--- src/rtl/aux_snoop_pkg.sv ---
package aux_snoop_pkg;

  localparam int unsigned AUX_ADDR_W = 20;
  localparam int unsigned HDR_BYTES  = 4;
  localparam logic [3:0]  CMD_NATIVE_WR = 4'b1000;

  // lane count is legal when it is a nonzero power of two not above the lane total
  function automatic logic legal_count(input logic [4:0] v, input int unsigned lanes);
    logic ok;
    ok = 1'b0;
    for (int i = 0; i < 5; i++) begin
      if ((int'(v) == (1 << i)) && ((1 << i) <= int'(lanes))) ok = 1'b1;
    end
    return ok;
  endfunction

  function automatic logic is_deep_sleep(input logic [2:0] s);
    return (s == 3'd2) || (s == 3'd5);
  endfunction

endpackage

--- src/rtl/aux_req_parse.sv ---
module aux_req_parse
  import aux_snoop_pkg::*;
#(
  parameter logic [AUX_ADDR_W-1:0] LC_ADDR = 20'h00101,
  parameter logic [AUX_ADDR_W-1:0] PS_ADDR = 20'h00600,
  parameter int unsigned POS_W = 9
) (
  input  logic       clk,
  input  logic       rst,
  input  logic       rx_valid,
  input  logic       rx_sot,
  input  logic       rx_eot,
  input  logic [7:0] rx_byte,
  output logic       commit_lc_o,
  output logic [4:0] lc_val_o,
  output logic       commit_ps_o,
  output logic [2:0] ps_val_o
);

  logic                  open_q;
  logic [3:0]            cmd_q;
  logic [AUX_ADDR_W-1:0] addr_q;
  logic [7:0]            len_q;
  logic [POS_W-1:0]      pos_q;
  logic                  pend_lc_q, pend_ps_q;
  logic [4:0]            lc_q;
  logic [2:0]            ps_q;

  logic                  live, in_data, hit_lc, hit_ps;
  logic [POS_W-1:0]      pos, data_idx;
  logic [AUX_ADDR_W-1:0] cur_addr;

  always_comb begin
    live     = rx_valid && (rx_sot || open_q);
    pos      = rx_sot ? '0 : pos_q;
    data_idx = pos - POS_W'(HDR_BYTES);
    cur_addr = addr_q + AUX_ADDR_W'(data_idx);
    in_data  = live && !rx_sot && (pos >= POS_W'(HDR_BYTES)) &&
               (cmd_q == CMD_NATIVE_WR) && (data_idx <= POS_W'(len_q));
    hit_lc   = in_data && (cur_addr == LC_ADDR);
    hit_ps   = in_data && (cur_addr == PS_ADDR);

    commit_lc_o = live && rx_eot && (hit_lc || (!rx_sot && pend_lc_q));
    commit_ps_o = live && rx_eot && (hit_ps || (!rx_sot && pend_ps_q));
    lc_val_o    = hit_lc ? rx_byte[4:0] : lc_q;
    ps_val_o    = hit_ps ? rx_byte[2:0] : ps_q;
  end

  always_ff @(posedge clk) begin
    if (rst) begin
      open_q    <= 1'b0;
      cmd_q     <= '0;
      addr_q    <= '0;
      len_q     <= '0;
      pos_q     <= '0;
      pend_lc_q <= 1'b0;
      pend_ps_q <= 1'b0;
      lc_q      <= '0;
      ps_q      <= '0;
    end else if (rx_valid) begin
      if (live && rx_eot) begin
        open_q    <= 1'b0;
        pend_lc_q <= 1'b0;
        pend_ps_q <= 1'b0;
      end else if (rx_sot) begin
        open_q    <= 1'b1;
        cmd_q     <= rx_byte[7:4];
        addr_q    <= {rx_byte[3:0], 16'h0000};
        pos_q     <= POS_W'(1);
        pend_lc_q <= 1'b0;
        pend_ps_q <= 1'b0;
      end else if (open_q) begin
        case (pos_q)
          POS_W'(1): addr_q[15:8] <= rx_byte;
          POS_W'(2): addr_q[7:0]  <= rx_byte;
          POS_W'(3): len_q        <= rx_byte;
          default: ;
        endcase
        if (hit_lc) begin
          pend_lc_q <= 1'b1;
          lc_q      <= rx_byte[4:0];
        end
        if (hit_ps) begin
          pend_ps_q <= 1'b1;
          ps_q      <= rx_byte[2:0];
        end
        if (pos_q != '1) pos_q <= pos_q + POS_W'(1);
      end
    end
  end


  nonwrite_quiet_chk: assert property (@(posedge clk) disable iff (rst)
    (rx_valid && !rx_sot && open_q && cmd_q != CMD_NATIVE_WR) |-> !(commit_lc_o || commit_ps_o));


  commit_needs_end_chk: assert property (@(posedge clk) disable iff (rst)
    (commit_lc_o || commit_ps_o) |-> (rx_valid && rx_eot));

endmodule

--- src/rtl/snoop_shadow.sv ---
module snoop_shadow
  import aux_snoop_pkg::*;
#(
  parameter int unsigned LANES = 4,
  localparam int unsigned CW = $clog2(LANES) + 1
) (
  input  logic          clk,
  input  logic          rst,
  input  logic          hold,
  input  logic          commit_lc,
  input  logic [4:0]    lc_val,
  input  logic          commit_ps,
  input  logic [2:0]    ps_val,
  output logic [CW-1:0] lane_cnt_o,
  output logic          d3_o
);

  always_ff @(posedge clk) begin
    if (rst) begin
      lane_cnt_o <= CW'(LANES);
      d3_o       <= 1'b0;
    end else if (!hold) begin
      if (commit_lc && legal_count(lc_val, LANES)) lane_cnt_o <= CW'(lc_val);
      if (commit_ps) d3_o <= is_deep_sleep(ps_val);
    end
  end


  shadow_hold_chk: assert property (@(posedge clk) disable iff (rst)
    !((commit_lc || commit_ps) && !hold) |=> ($stable(lane_cnt_o) && $stable(d3_o)));


  legal_cnt_chk: assert property (@(posedge clk) disable iff (rst)
    legal_count(5'(lane_cnt_o), LANES));

endmodule

--- src/rtl/lane_drive.sv ---
module lane_drive #(
  parameter int unsigned LANES = 4,
  localparam int unsigned CW = $clog2(LANES) + 1
) (
  input  logic             clk,
  input  logic             rst,
  input  logic             snoop_off,
  input  logic [LANES-1:0] reg_mask,
  input  logic [CW-1:0]    lane_cnt,
  input  logic             d3,
  output logic [LANES-1:0] lane_en
);

  logic [LANES-1:0] want;

  for (genvar i = 0; i < LANES; i++) begin : g_lane
    assign want[i] = !d3 && (lane_cnt > CW'(i));
  end

  always_ff @(posedge clk) begin
    if (rst) lane_en <= '1;
    else     lane_en <= snoop_off ? reg_mask : want;
  end


  d3_dark_chk: assert property (@(posedge clk) disable iff (rst)
    (!snoop_off && d3) |=> (lane_en == '0));


  mask_follow_chk: assert property (@(posedge clk) disable iff (rst)
    snoop_off |=> (lane_en == $past(reg_mask)));

endmodule

--- src/rtl/aux_lane_snoop.sv ---
module aux_lane_snoop
  import aux_snoop_pkg::*;
#(
  parameter int unsigned LANES = 4,
  parameter logic [AUX_ADDR_W-1:0] LC_ADDR = 20'h00101,
  parameter logic [AUX_ADDR_W-1:0] PS_ADDR = 20'h00600
) (
  input  logic             clk,
  input  logic             rst,
  input  logic             rx_valid,
  input  logic             rx_sot,
  input  logic             rx_eot,
  input  logic [7:0]       rx_byte,
  input  logic             snoop_off,
  input  logic [LANES-1:0] reg_lane_mask,
  output logic [LANES-1:0] lane_en
);

  localparam int unsigned CW = $clog2(LANES) + 1;

  logic          commit_lc, commit_ps, d3;
  logic [4:0]    lc_val;
  logic [2:0]    ps_val;
  logic [CW-1:0] lane_cnt;

  aux_req_parse #(.LC_ADDR(LC_ADDR), .PS_ADDR(PS_ADDR)) u_parse (
    .clk(clk), .rst(rst), .rx_valid(rx_valid), .rx_sot(rx_sot), .rx_eot(rx_eot),
    .rx_byte(rx_byte), .commit_lc_o(commit_lc), .lc_val_o(lc_val),
    .commit_ps_o(commit_ps), .ps_val_o(ps_val)
  );

  snoop_shadow #(.LANES(LANES)) u_shadow (
    .clk(clk), .rst(rst), .hold(snoop_off), .commit_lc(commit_lc), .lc_val(lc_val),
    .commit_ps(commit_ps), .ps_val(ps_val), .lane_cnt_o(lane_cnt), .d3_o(d3)
  );

  lane_drive #(.LANES(LANES)) u_drive (
    .clk(clk), .rst(rst), .snoop_off(snoop_off), .reg_mask(reg_lane_mask),
    .lane_cnt(lane_cnt), .d3(d3), .lane_en(lane_en)
  );

endmodule

--- config.mk ---
export PLATFORM = sky130hd
export DESIGN_NAME = aux_lane_snoop
export DESIGN_NICKNAME = d
export VERILOG_FILES = /design/src/rtl/aux_snoop_pkg.sv /design/src/rtl/aux_req_parse.sv /design/src/rtl/snoop_shadow.sv /design/src/rtl/lane_drive.sv /design/src/rtl/aux_lane_snoop.sv
export SDC_FILE = /design/constraint.sdc
export NUM_CORES = 1
export LEC_CHECK = 0
export BUFFER_PORTS_ARGS = -buffer_cell sky130_fd_sc_hd__buf_2
export CAP_MARGIN = 20
export CORE_UTILIZATION = 55
export CTS_BUF_LIST = sky130_fd_sc_hd__clkbuf_4 sky130_fd_sc_hd__clkbuf_8
export CTS_CLUSTER_DIAMETER = 200
export DETAILED_ROUTE_END_ITERATION = 12
export GPL_TIMING_DRIVEN = 0
export PLACE_DENSITY_LB_ADDON = 0.2
export SLEW_MARGIN = 20
export SYNTH_ARGS = -nofsm -noshare
export SYNTH_HDL_FRONTEND = slang
export SYNTH_SLANG_ARGS = --single-unit
--- constraint.sdc ---
create_clock -name clk -period 6.35 [get_ports clk]
set_input_delay 0.635 -clock clk [delete_from_list [all_inputs] [get_ports clk]]
set_output_delay 0.635 -clock clk [all_outputs]
set_load 0.02 [all_outputs]
==> results.md, run 1 <==
- Most used DFF post-synth: dfxtp_1
- FMAX: 215 MHz
- Global-route wire length before repair: 16100 um
- Ys Warns: 0
- Max IR drop VDD: 0.000140 V
- Combinational share of power: 9.6%
- Worst Path Arrival: 4.90 ns
- ANT cells: 0
- Total grt overflow: 0
- H-tree Lvls: 3
- Initial Util: 56.8%
- Worst-path clk slew: 0.07 ns
- Setup crit end: u_parse.lc_q[2]
- Post-synth top area share: 29.1%
- Commonest cells post-synth: dfxtp_1 (60), nor2_1 (54), nand2_1 (44), a21oi_1 (33), mux2i_1 (32)
- Largest net degree at the start of global routing: 11
- Final setup vio count: 0
- Via density: 5.82
- First DRT Iteration DRCs: 295
- Die width: 88.6 um
- Final setup TNS: 0 ns
- Post-synthesis sequential area ratio: 29.1%
- Port bufs: 18
- P_sw: 0.203 mW
- FP Rows: 31
- Vias: 3613
- Antenna-violating nets left: 0
- Sw frac: 23.9%
- R2r endpoint: u_parse.lc_q[2]
- Cell-internal power: 0.646 mW
- Least-Margin Pin Slew: 0.858 ns
- Relative slew slack: 42.7%
- Fin nets: 560
- Reg area: 1200 um^2
- Power Dens Cells: 186 nW/um^2
- DR WL/cell: 16.0 um
- Root Buffer Master: clkbuf_8
- Fin crit share: 73.4%
- Latest clock arrival within the worst-skew pair: 0.34 ns
- DRC violations left: 0
- R2R Setup Slk: 1.69 ns
- Reg power frac: 45.5%
- Hpwl dp: 7560 um
- Hold Crit Depth: 2
- Mapped Area: 4120 um^2
- HP Class: reg -> reg
- Combined area of the multi-input logic cells: 2690 um^2
- Core Area: 7250 um^2
- Clock skew: 0.00743 ns
- # hold bufs at CTS: 0
- CP startpoint kind: register
- Placed insts: 605
- Cts bufs inserted: 9
- Power Total: 0.849 mW
- Post-synthesis cell type count: 77
- Overall routing resource usage: 27.1%
- Critical Path RT: 6.58 ns
- Area delta synth->final: 10.5%
- Most numerous cell in the Yosys netlist: dfxtp_1
- CTS tree: built
- Syn Area/Cell: 8.45 um^2
- Sink count of the clock tree: 60
- Clock buffer depth: 2
- Hold Fails Final Rpt: 0
- Yosys reg bits: 60
- Vias in the first global route: 3393
- Leak: 1.77 nW
- Synth area leaders: dfxtp_1 (29%), mux2i_1 (7.8%), ha_1 (7.3%), nor2_1 (4.9%), a21oi_1 (4.0%)
- Period minus WS final: 4.66 ns
- Final wirelength: 9960 um
- Fill cell count: 663
- Worst Setup SP: u_parse.pos_q[2]
- Setup Crit Path Kind: reg -> reg
- Detailed-router iteration count before antenna repair: 4
- Final GP Congestion: 0.886
- Post-route cell area: 4560 um^2
- Max-Cap Viols: 0
- Initial antenna violation count: 0
- Post-synth EDFFs: 0
- Layout cells sized above 1: 15.7%
- Worst flop-to-flop path startpoint: u_parse.pos_q[2]
- Crit path max fanout: 10
- Outcome: finished clean
- Die area: 7840 um^2
- Placed cell areas: 4340 um^2
- Post-CTS Setup Inserts: 0
- Largest area contributor in the netlist: dfxtp_1
- Die Y: 88.6 um
- Critical path endpoint category: register
- Synthesized net count: 531
- I/O pins: 22
- Gate Count Post-Synth: 488
- Ys async rst share: 0%
- Post-CTS sizing: 0
- Clk pwr share: 44.9%
- R2R cell count: 18
- Max Transition Viols Final: 0
- Post-route insts no fill: 621
- RSZ-0062 raised after global routing: no
[cells in the final DEF (no fill, tap or decap), drive strengths merged, types with 8 or more instances in the layout]
cell type  netlist  routed
inv             19      19
buf             13      31
o21ai           22      22
nor2            54      54
a21oi           33      33
o21a             8       8
dfxtp           60      60
nand4           12      12
mux2i           32      32
ha              24      24
xor2            10      10
nand2b          12      12
nand2           45      45
nor2b           11      11
nand3           13      13
clkbuf          13      24
[power groups by stage]
| stage | clock, mW | combinational (mW) | sequential, mW |
|---|---|---|---|
| global route | 0.401 | 0.0897 | 0.387 |
| detailed placement | 0 | 0.0802 | 0.395 |
| floorplan | 0 | 0.0542 | 0.395 |
| global placement | 0 | 0.0785 | 0.394 |
| CTS | 0.385 | 0.0810 | 0.386 |
| finish | 0.381 | 0.0819 | 0.386 |
[sequential cells by signal, indices dropped and copies added, names as in the netlist]
register,flops
u_shadow.d3_o,1
u_parse.open_q,1
u_parse.pend_lc_q,1
u_parse.ps_q,3
u_parse.pos_q,9
u_drive.lane_en,4
u_parse.cmd_q,4
u_parse.lc_q,5
u_shadow.lane_cnt_o,3
u_parse.pend_ps_q,1
u_parse.addr_q,20
u_parse.len_q,8
[stage by stage]
| stage | utilization (%) | setup WS [ns] | hold slack, ns |
|---|---|---|---|
| final | 62.8 | 1.69 | 0.464 |
| after global routing | 62.8 | 1.45 | 0.488 |
| after CTS | 62.8 | 1.73 | 0.462 |
| after detailed placement | 59.8 | 1.68 | 0.450 |
| after global placement | 59.8 | 1.70 | 0.440 |
| after floorplan | - | 2.15 | 0.433 |
[critical path, stage by stage, from the launching register on]
cell and delay, ns:
dfxtp_1 0.29, buf_4 0.15, or4_1 0.50, buf_2 0.16, nor3_2 0.15, xor2_1 0.15, or2_2 0.31, ha_1 0.30
buf_6 0.15, a21oi_1 0.38, o21a_4 0.22, o22ai_2 0.10, a31o_2 0.28, a2111oi_2 0.38, nand4_2 0.22, nor3_4 0.27
buf_6 0.19, nand2_4 0.07, a31o_1 0.26
[area by class of cell]
cell class | instances | share of cell area, %
buffer | 26 | 3.52
clock buffer | 11 | 3.19
clock inverter | 5 | 1.65
inverter | 19 | 1.57
multi-input combinational | 383 | 59.0
sequential | 60 | 26.4
tap | 99 | 2.72
timing repair buffer | 18 | 1.98
[cells by family after synthesis]
logic type / share of synthesized area, %
AO/OA/AOI/OAI: 18.2
XOR/XNOR: 3.19
adder cells (fa/ha/maj): 7.77
buffers and inverters: 5.62
flip-flops: 29.1
multiplexers: 8.04
AND/OR/NAND/NOR: 28.0
[worst min path at each step]
stage	start	endpoint	slack, ns
final	u_parse.cmd_q[1]	u_parse.cmd_q[1]	0.46
after global routing	u_parse.cmd_q[0]	u_parse.cmd_q[0]	0.49
after CTS	u_parse.cmd_q[1]	u_parse.cmd_q[1]	0.46
after detailed placement	u_parse.pend_ps_q	u_parse.pend_ps_q	0.45
after global placement	u_parse.pend_ps_q	u_parse.pend_ps_q	0.44
after floorplan	u_parse.pend_ps_q	u_parse.pend_ps_q	0.43
[routing by layer]
| metal | vias up | part of all wire [%] | routed length, um | GRT usage (%) |
|---|---|---|---|---|
| met2 | 97 | 45 | 4500 | 42.0 |
| met3 | 28 | 3.7 | 365 | 3.26 |
| met4 | 0 | 3.2 | 314 | 14.8 |
| met1 | 1674 | 48 | 4780 | 36.9 |
| met5 | - | 0 | 0 | 0 |
| li1 | 1814 | - | - | - |
Power figures use the tool's default switching activity.
==> run 2, diff against run 1 <==
Settings changed: ABC_AREA from default to 1.
Clock period 6.35 ns to 4.4 ns, I/O delays scaled along.
==> results.md, run 2 <==
- Latest clock arrival within the worst-skew pair: 0.35 ns
- Number of flip-flops in the largest register: 20
- ANT cells: 0
- Most flops, register: u_parse.addr_q
- Combined area of the multi-input logic cells: 2580 um^2
- Critical path buffers and inverters: 5
- Layout cells sized above 1: 11.7%
- FP Rows: 31
- Max IR drop VDD: 0.000291 V
- H-tree Lvls: 3
- Yosys reg bits: 60
- Port bufs: 20
- Most numerous cell in the Yosys netlist: nand2_1
- Post-CTS Setup Inserts: 0
- Synthesized net count: 734
- HP Class: in -> reg
- Crit path max fanout: 10
- CP delay by family, top: simple AND/OR/NAND/NOR gates
- Final GP Congestion: 0.939
- Synth area leaders: dfxtp_1 (28%), nand2_1 (16%), inv_1 (9.7%), ha_1 (7.0%), nand3_1 (6.0%)
- Post-CTS sizing: 0
- First DRT Iteration DRCs: 267
- Final wirelength: 11100 um
- Root Buffer Master: clkbuf_8
- Vias in the first global route: 4131
- # hold bufs at CTS: 0
- Clock buffer depth: 2
- Ys Warns: 0
- Mapped Area: 4280 um^2
- Detailed-router iteration count before antenna repair: 5
- Syn Area/Cell: 6.20 um^2
- Sink count of the clock tree: 60
- Top Registers: u_parse.addr_q: 20 flops, u_parse.pos_q: 9 flops, u_parse.len_q: 8 flops
- Fin crit share: 90.9%
- DRC violations left: 0
- Area delta synth->final: 10.0%
- Largest net degree at the start of global routing: 11
- Antenna-violating nets left: 0
- Via density: 5.32
- Clock skew: 0.0104 ns
- Critical path endpoint category: register
- Die area: 8150 um^2
- Post-synth EDFFs: 0
- FMAX: 250 MHz
- Global-route wire length before repair: 18900 um
- Die Y: 90.3 um
- DR WL/cell: 13.4 um
- Hpwl dp: 8950 um
- Least-Margin Pin Slew: 0.620 ns
- Setup Crit Path Kind: in -> reg
- Final setup TNS: 0 ns
- Core Area: 7410 um^2
- Initial Util: 57.8%
- Fin nets: 765
- Placed insts: 810
- Fill cell count: 723
- Reg area: 1200 um^2
- Most used DFF post-synth: dfxtp_1
- Die width: 90.3 um
- RSZ-0062 raised after global routing: no
- Leak: 2.29 nW
- Commonest non-fill, non-tap cell in the layout: nand2_1
- Critical path's most frequent cell: nand2_1
- Most frequent cells in the layout: nand2_1 (178), inv_1 (111), nor2_1 (67)
- CP startpoint kind: input pin
- Ys async rst share: 0%
- I/O pins: 22
- Vias: 4397
- Largest stage delay, worst path: 0.41 ns
- Post-synthesis cell type count: 32
- Worst-path clk slew: 0.06 ns
- Post-synthesis sequential area ratio: 28.0%
- Gate Count Post-Synth: 691
- Commonest cells post-synth: nand2_1 (178), inv_1 (111), nor2_1 (67), dfxtp_1 (60), nand3_1 (51)
- Post-synth top area share: 28.0%
- Period minus WS final: 4.00 ns
- Critical Path RT: 4.62 ns
- Max Transition Viols Final: 0
- Largest area contributor in the netlist: dfxtp_1
- Cts bufs inserted: 9
- Outcome: finished clean
- Total grt overflow: 0
- Worst Path Arrival: 4.22 ns
- Relative slew slack: 58.2%
- CTS tree: built
- Max-Cap Viols: 0
- Worst path cell trace: buf_2 > clkbuf_1 > buf_1 > nor2_1 > ha_1 > inv_1 > fa_1 > inv_2 > nand2_1 > nand2_1 > and2_1 > xor2_1 > nor2_1 > nand2_1 > nor2_1 > nand2_1 > nor2_2 > nand2_2 > a21oi_1 > nand3_1 > nor2_2 > nand3_1 > nand2_1 > nand2_1
- Hold Fails Final Rpt: 0
- Slowest-stage cell, CP: fa_1
- Power Dens Cells: 277 nW/um^2
- DP Worst Slack: 0.106 ns
- Initial antenna violation count: 0
- Worst setup margin: 0.400 ns
- Final setup vio count: 0
- Overall routing resource usage: 28.8%
- Post-route insts no fill: 826
run 2: cell count changes in the layout (fill, tap and decap cells not counted), sizes merged, moves of 8 or more:
cell,previous run,this run
xor2,10,2
buf,31,21
nor2b,11,0
o21ai,22,41
a21oi,33,47
mux2i,32,0
inv,19,122
nand2,45,195
nor2,54,79
nand2b,12,0
nand3,13,56
run 2: final cells by class:
class,instances,share of cell area (%)
inverter,122,9.71
tap,99,2.63
sequential,60,25.5
timing repair buffer,20,2.12
clock inverter,4,1.01
buffer,12,0.955
multi-input combinational,497,54.7
clock buffer,12,3.37
run 2: where the power goes:
part | switching (mW) | internal (mW)
combinational | 0.145 | 0.0670
clock | 0.221 | 0.297
sequential | 0.0148 | 0.562
total | 0.381 | 0.926
run 2: worst register-to-register path, delay by kind of cell (launching register included):
kind | cells | cell delay, ns
adders and majority gates | 1 | 0.41
AOI/OAI and AO/OA | 4 | 0.87
DFF | 1 | 0.40
buffers and inverters | 3 | 0.23
and+or+nand+nor | 16 | 1.72
run 2: per-layer routing:
layer  share of wire, %  global-route usage, %  wire [um]  vias up
li1                   -                      -          -     2273
met1                 46                   35.9       5060     1988
met2                 48                   50.6       5280      116
met3                4.5                   3.03        495       20
met4                2.3                   11.6        252        0
met5                  0                      0          0        -
run 2: kinds of logic after synthesis:
group / Yosys count / synth area share (%)
flops: 60 / 28.0
fa+ha+maj: 25 / 7.48
xor+xnor: 2 / 0.409
compound gates: 105 / 13.6
simple gates: 365 / 38.7
buf+inv: 134 / 11.7
run 2: worst paths after layout:
| path | start | slack (ns) | to | cells past startpoint |
|---|---|---|---|---|
| min | reg_lane_mask[3] | 0.30 | u_drive.lane_en[3] | 3 |
| max reg2reg | u_parse.pos_q[2] | 0.65 | u_shadow.lane_cnt_o[2] | 24 |
| max | rx_sot | 0.40 | u_shadow.lane_cnt_o[2] | 24 |
| min reg2reg | u_parse.pend_lc_q | 0.45 | u_parse.pend_lc_q | 2 |
run 2: through the flow:
| step | total power, mW | utilization [%] | hold slack (ns) | instance area, um^2 |
|---|---|---|---|---|
| after floorplan | 0.739 | - | 0.428 | 4280 |
| after global placement | 0.791 | 60.9 | 0.435 | 4510 |
| after detailed placement | 0.797 | 60.9 | 0.441 | 4510 |
| after CTS | 1.30 | 63.6 | 0.297 | 4710 |
| after global routing | 1.36 | 63.6 | 0.323 | 4710 |
| final | 1.31 | 63.6 | 0.302 | 4710 |
